[src/rtl/dmem_pkg.sv]
package dmem_pkg;

    // Decoded per-cycle access decision
    typedef struct packed {
        logic we;   // commit a write at the next edge
        logic re;   // drive the stored word to the output
        logic err;  // illegal address under a request
    } dmem_ctl_t;

    typedef enum logic [1:0] {
        OP_IDLE  = 2'b00,
        OP_READ  = 2'b01,
        OP_WRITE = 2'b10,
        OP_BOTH  = 2'b11
    } dmem_op_e;

endpackage

[src/rtl/dmem_range.sv]
module dmem_range #(
    parameter int unsigned DEPTH  = 64,
    parameter int unsigned ADDR_W = 8
) (
    input  logic [ADDR_W-1:0] addr,
    output logic              in_range
);
    localparam int unsigned CMP_W = ADDR_W + 1;
    localparam logic [CMP_W-1:0] LIMIT = CMP_W'(DEPTH);

    always_comb begin
        in_range = ({1'b0, addr} < LIMIT);
    end
endmodule

[src/rtl/dmem_ctl.sv]
module dmem_ctl
    import dmem_pkg::*;
(
    input  logic      rd_en,
    input  logic      wr_en,
    input  logic      in_range,
    output dmem_ctl_t ctl
);
    dmem_op_e op;

    always_comb begin
        op  = dmem_op_e'({wr_en, rd_en});
        ctl = '0;
        unique case (op)
            OP_IDLE: ctl = '0;
            OP_READ: begin
                ctl.re  = in_range;
                ctl.err = !in_range;
            end
            OP_WRITE: begin
                ctl.we  = in_range;
                ctl.err = !in_range;
            end
            OP_BOTH: begin
                // write wins; the output still shows the pre-edge word
                ctl.we  = in_range;
                ctl.re  = in_range;
                ctl.err = !in_range;
            end
            default: ctl = '0;
        endcase
    end
endmodule

[src/rtl/dmem_store.sv]
module dmem_store #(
    parameter int unsigned DEPTH  = 64,
    parameter int unsigned ADDR_W = 8,
    parameter int unsigned DATA_W = 32
) (
    input  logic              clk,
    input  logic              rst_n,
    input  logic              we,
    input  logic              re,
    input  logic [ADDR_W-1:0] addr,
    input  logic [DATA_W-1:0] wdata,
    output logic [DATA_W-1:0] rdata
);
    logic [DATA_W-1:0] mem_d [DEPTH];
    logic [DATA_W-1:0] mem_q [DEPTH];

    always_comb begin
        for (int i = 0; i < int'(DEPTH); i++) begin
            mem_d[i] = mem_q[i];
            if (we && (int'(addr) == i)) begin
                mem_d[i] = wdata;
            end
        end
    end

    always_ff @(posedge clk or negedge rst_n) begin
        if (!rst_n) begin
            for (int i = 0; i < int'(DEPTH); i++) begin
                mem_q[i] <= '0;
            end
        end else begin
            for (int i = 0; i < int'(DEPTH); i++) begin
                mem_q[i] <= mem_d[i];
            end
        end
    end

    always_comb begin
        rdata = '0;
        for (int i = 0; i < int'(DEPTH); i++) begin
            if (re && (int'(addr) == i)) begin
                rdata = mem_q[i];
            end
        end
    end
endmodule

[src/rtl/dmem_top.sv]
module dmem_top
    import dmem_pkg::*;
#(
    parameter int unsigned DEPTH  = 64,
    parameter int unsigned ADDR_W = 8,
    parameter int unsigned DATA_W = 32
) (
    input  logic              clk,
    input  logic              rst_n,
    input  logic [ADDR_W-1:0] addr,
    input  logic [DATA_W-1:0] wdata,
    input  logic              rd_en,
    input  logic              wr_en,
    output logic [DATA_W-1:0] rdata,
    output logic              err
);
    logic      in_range;
    dmem_ctl_t ctl;

    dmem_range #(.DEPTH(DEPTH), .ADDR_W(ADDR_W)) u_range (
        .addr     (addr),
        .in_range (in_range)
    );

    dmem_ctl u_ctl (
        .rd_en    (rd_en),
        .wr_en    (wr_en),
        .in_range (in_range),
        .ctl      (ctl)
    );

    dmem_store #(.DEPTH(DEPTH), .ADDR_W(ADDR_W), .DATA_W(DATA_W)) u_store (
        .clk   (clk),
        .rst_n (rst_n),
        .we    (ctl.we),
        .re    (ctl.re),
        .addr  (addr),
        .wdata (wdata),
        .rdata (rdata)
    );

    assign err = ctl.err;
endmodule

[config.mk]
export PLATFORM = sky130hd
export DESIGN_NAME = dmem_top
export DESIGN_NICKNAME = d
export VERILOG_FILES = /design/src/rtl/dmem_pkg.sv /design/src/rtl/dmem_range.sv /design/src/rtl/dmem_ctl.sv /design/src/rtl/dmem_store.sv /design/src/rtl/dmem_top.sv
export SDC_FILE = /design/constraint.sdc
export NUM_CORES = 2
export LEC_CHECK = 0
export BUFFER_PORTS_ARGS = -buffer_cell sky130_fd_sc_hd__buf_2
export CORE_MARGIN = 2
export CORE_UTILIZATION = 45
export DETAILED_ROUTE_END_ITERATION = 10
export SETUP_SLACK_MARGIN = 0.5
export SKIP_LAST_GASP = 1
export SYNTH_ARGS = -nofsm -noshare
export SYNTH_HDL_FRONTEND = slang
export SYNTH_SLANG_ARGS = --single-unit
[constraint.sdc]
create_clock -name clk -period 3 [get_ports clk]
set_clock_uncertainty 0.1 [all_clocks]
set_input_delay 0.15 -clock clk [delete_from_list [all_inputs] [get_ports clk]]
set_output_delay 0.15 -clock clk [all_outputs]
set_load 0.01 [all_outputs]
==> impl_metrics.tcl <==
set metrics [dict create \
    r2r-end "u_store.mem_q[1828]" \
    antenna_found_initial 23 \
    whs_ns 0.0432 \
    htreeDepth 4 \
    die_width_microns 461 \
    drv_slew 0 \
    syn_area_per_cell_sq_um 12.6 \
    place_ws_ns -1.79 \
    die_height_microns 461 \
    fmax_mhz 246 \
    tightest_slew_ns 1.28 \
    grt_max_degree 134 \
    max-slew-margin-rel 0.148 \
    endpoint_kind "primary output" \
    area_growth_syn_to_layout_pct 26.1 \
    setup_viol 32 \
    final_area_sq_um 119000 \
    wirelength_microns 388000 \
    finalCritPeriodShare 1.36 \
    syn_nets 7503 \
    critPathLaunch "addr[4]" \
    grt_pass1_wl_microns 550000 \
    swShare 0.251 \
    violations "setup timing" \
    tns_ns -18.40 \
    n_fill_cell 16700 \
    critPathLaunchType "primary input" \
    crit_required_ns 2.75 \
    top_layer_used "met5" \
    dpl_cell_area_sq_um 108000 \
    rrSetupSlack_ns 1.99 \
    cts-root-buf "clkbuf_16" \
    synth-seq-cells 2048 \
    route.detailed.drc 0 \
    cts_num_sinks 2048 \
    ios 77 \
    power_mw 63.0 \
    timing.rr.start "u_store.mem_q[1828]" \
    grt_pass1_vias 73900 \
    nNetsFinal 8498 \
    routedWlPerCell_microns 33.9 \
    grt_overflow_total 0 \
    hold_viol 0 \
    numPortBuffers 76 \
    viasPerCell 6.54 \
    grt_usage 0.361 \
    wl_met2_microns 164000 \
    postRouteAntennaNets 0 \
    reg_top3 "u_store.mem_q (2048)" \
    path_clk_slew_ns 0.06 \
    largest_reg_flops 2048 \
    rsz0062_at_grt "true" \
    clkLatencyLatePin_ns 0.89 \
    first_iter_violations 10000 \
    pwr-share-clk 0.440 \
    ys_warn_count 0 \
    netlist_area_sq_um 94100 \
    first_pass_iters 7 \
    crit_path_end "rdata[16]" \
    gp_congestion 1.01 \
    start_util 0.454 \
    fin_crit_ns 4.07 \
    seq_area_frac_synth 0.545 \
    top_register "u_store.mem_q" \
    p_switching_mw 15.8 \
    worstSetupPathType "primary input to primary output" \
    dp_hpwl_microns 271000 \
    power.internal_mw 47.2 \
    vias 74700 \
    combPwrFrac 0.089 \
    async_reset_ff_frac 1.00 \
    synth_edf_count 0 \
    ir_drop_uv 682 \
    cp_data_arrival_time_ns 3.82 \
    design.die.area_sq_um 213000 \
    p_leak_nw 57.5 \
    cap_viol_max_count 0 \
    num_rows 167 \
    powerDensity_nw_per_um2 531 \
    dr_wl_met3_microns 42100 \
    critPathMaxFanout 9 \
    cts_buffers 216 \
    drive_above_1_share 0.504 \
    fp.coreArea_sq_um 207000 \
    synth.distinct_cells 98 \
    reg2reg_depth 2 \
    ctsLongestPathBuffers 3 \
    m1WireLength_microns 158000 \
    synth_top_area_cell "dfrtp_1" \
    synth_area_leaders "dfrtp_1, mux2_2, o22ai_1, a22oi_1, a21oi_1" \
    cts_tree "yes" \
    power_frac_seq 0.471 \
    yosysTopAreaCellShare 0.545 \
    status "complete, but fails checks" \
    hp-class "primary input to asynchronous set/reset pin" \
    synth-main-ff-cell "dfrtp_1" \
    synth_cells 7459 \
    finalWorstSetupSlack_ns -1.07 \
]
==> metal layers <==
layer / global-route usage / up-vias
li1: - / 29800
met2: 0.518 / 4480
met5: 0 / -
met1: 0.503 / 39300
met4: 0.186 / 16
met3: 0.0921 / 1066
==> Yosys cell counts, types with 12 or more instances <==
| cell | n |
|---|---|
| or3_1 | 13 |
| o211ai_1 | 33 |
| a211o_1 | 26 |
| a2111oi_0 | 19 |
| nand2b_1 | 24 |
| a222oi_1 | 38 |
| mux2_2 | 2069 |
| a22oi_1 | 187 |
| nor2_1 | 270 |
| o31ai_1 | 13 |
| a221oi_1 | 56 |
| buf_1 | 148 |
| a211oi_1 | 53 |
| nand3_1 | 88 |
| o21a_1 | 22 |
| o21ai_0 | 247 |
| o221ai_1 | 60 |
| a221o_1 | 25 |
| nor2b_1 | 22 |
| a22o_1 | 44 |
| o22a_1 | 24 |
| a32oi_1 | 16 |
| nor3_2 | 13 |
| dfrtp_1 | 2048 |
| mux2i_1 | 61 |
| a2bb2oi_1 | 15 |
| o21ai_1 | 12 |
| nor3_1 | 86 |
| nand4_1 | 17 |
| o41ai_1 | 12 |
| nand2_1 | 240 |
| a21oi_1 | 280 |
| buf_2 | 197 |
| buf_4 | 18 |
| o2bb2ai_1 | 15 |
| nor4_1 | 32 |
| a21o_1 | 13 |
| o22ai_1 | 293 |
| a31oi_1 | 36 |
| clkbuf_1 | 368 |
==> power by group through the flow <==
stage	clock, mW	combinational (mW)	sequential [mW]
global route	29.1	5.81	29.8
detailed placement	0	5.17	30.1
finish	27.7	5.58	29.7
floorplan	0	2.39	29.9
CTS	27.9	5.38	29.6
global placement	0	5.06	30.0
==> layout by cell type, fill, tap and decap left out, types with 59 or more instances in the layout <==
master / Yosys / layout
buf_6: 9 / 74
o21ai_0: 247 / 202
a21oi_1: 280 / 250
clkbuf_8: 0 / 59
buf_12: 0 / 200
o22ai_1: 293 / 281
mux2_2: 2069 / 2068
nor2_1: 270 / 219
nand2_1: 240 / 205
buf_4: 18 / 1158
dfrtp_1: 2048 / 2047
nand3_1: 88 / 77
clkbuf_16: 0 / 222
a22oi_1: 187 / 179
nor3_1: 86 / 65
==> critical path, stage by stage <==
cell and delay (ns):
buf_2 0.13, inv_2 0.12, buf_4 0.24, buf_4 0.25, buf_4 0.28, nor3_2 0.07
buf_4 0.19, buf_12 0.14, buf_4 0.13, a221oi_1 0.41, o21ai_1 0.39, nor4bb_4 0.84
buf_4 0.25, nor2_4 0.04, buf_6 0.14
==> logic make-up (layout without fill, tap and decap cells) <==
| group | count (synthesis) | count (layout) | synth area share |
|---|---|---|---|
| other | 0 | 9 | 0 |
| buffers and inverters | 752 | 1925 | 0.0341 |
| flip-flops | 2048 | 2048 | 0.545 |
| AO/OA/AOI/OAI | 1614 | 1614 | 0.117 |
| AND/OR/NAND/NOR | 910 | 910 | 0.0492 |
| multiplexers | 2135 | 2135 | 0.255 |
==> final cells by class <==
type	count	area, sq um	area share
clock inverter	78	882	0.00743
multi-input combinational	4659	42400	0.357
inverter	11	41.3	0.000348
sequential	2048	51300	0.432
clock buffer	318	6440	0.0543
tap	2788	3490	0.0294
antenna	9	22.5	0.000190
timing repair buffer	1518	14200	0.120
==> worst min-delay path by stage <==
stage | end | startpoint | depth (start not counted)
after global placement | u_store.mem_q[1789] | rst_n | 1
after global routing | u_store.mem_q[1821] | rst_n | 3
after detailed placement | u_store.mem_q[1789] | rst_n | 1
final | u_store.mem_q[861] | rst_n | 3
after floorplan | u_store.mem_q[0] | rst_n | 0
after CTS | u_store.mem_q[29] | wdata[29] | 3
==> repair_timing <==
item,in CTS,in global routing
endpoints found under the setup margin,32,32
cloned,0,3
hold buffers,31,0
setup buffers,10,27
pin swaps,162,116
endpoints found under the hold margin,2915,0
gates resized for setup,367,126
==> stage by stage <==
step	cells	util
finish	11400	0.572
global placement	11000	0.521
detailed placement	11000	0.521
global route	11400	0.572
floorplan	7459	-
CTS	11400	0.568
No activity file was read; power rests on OpenSTA's default activity.
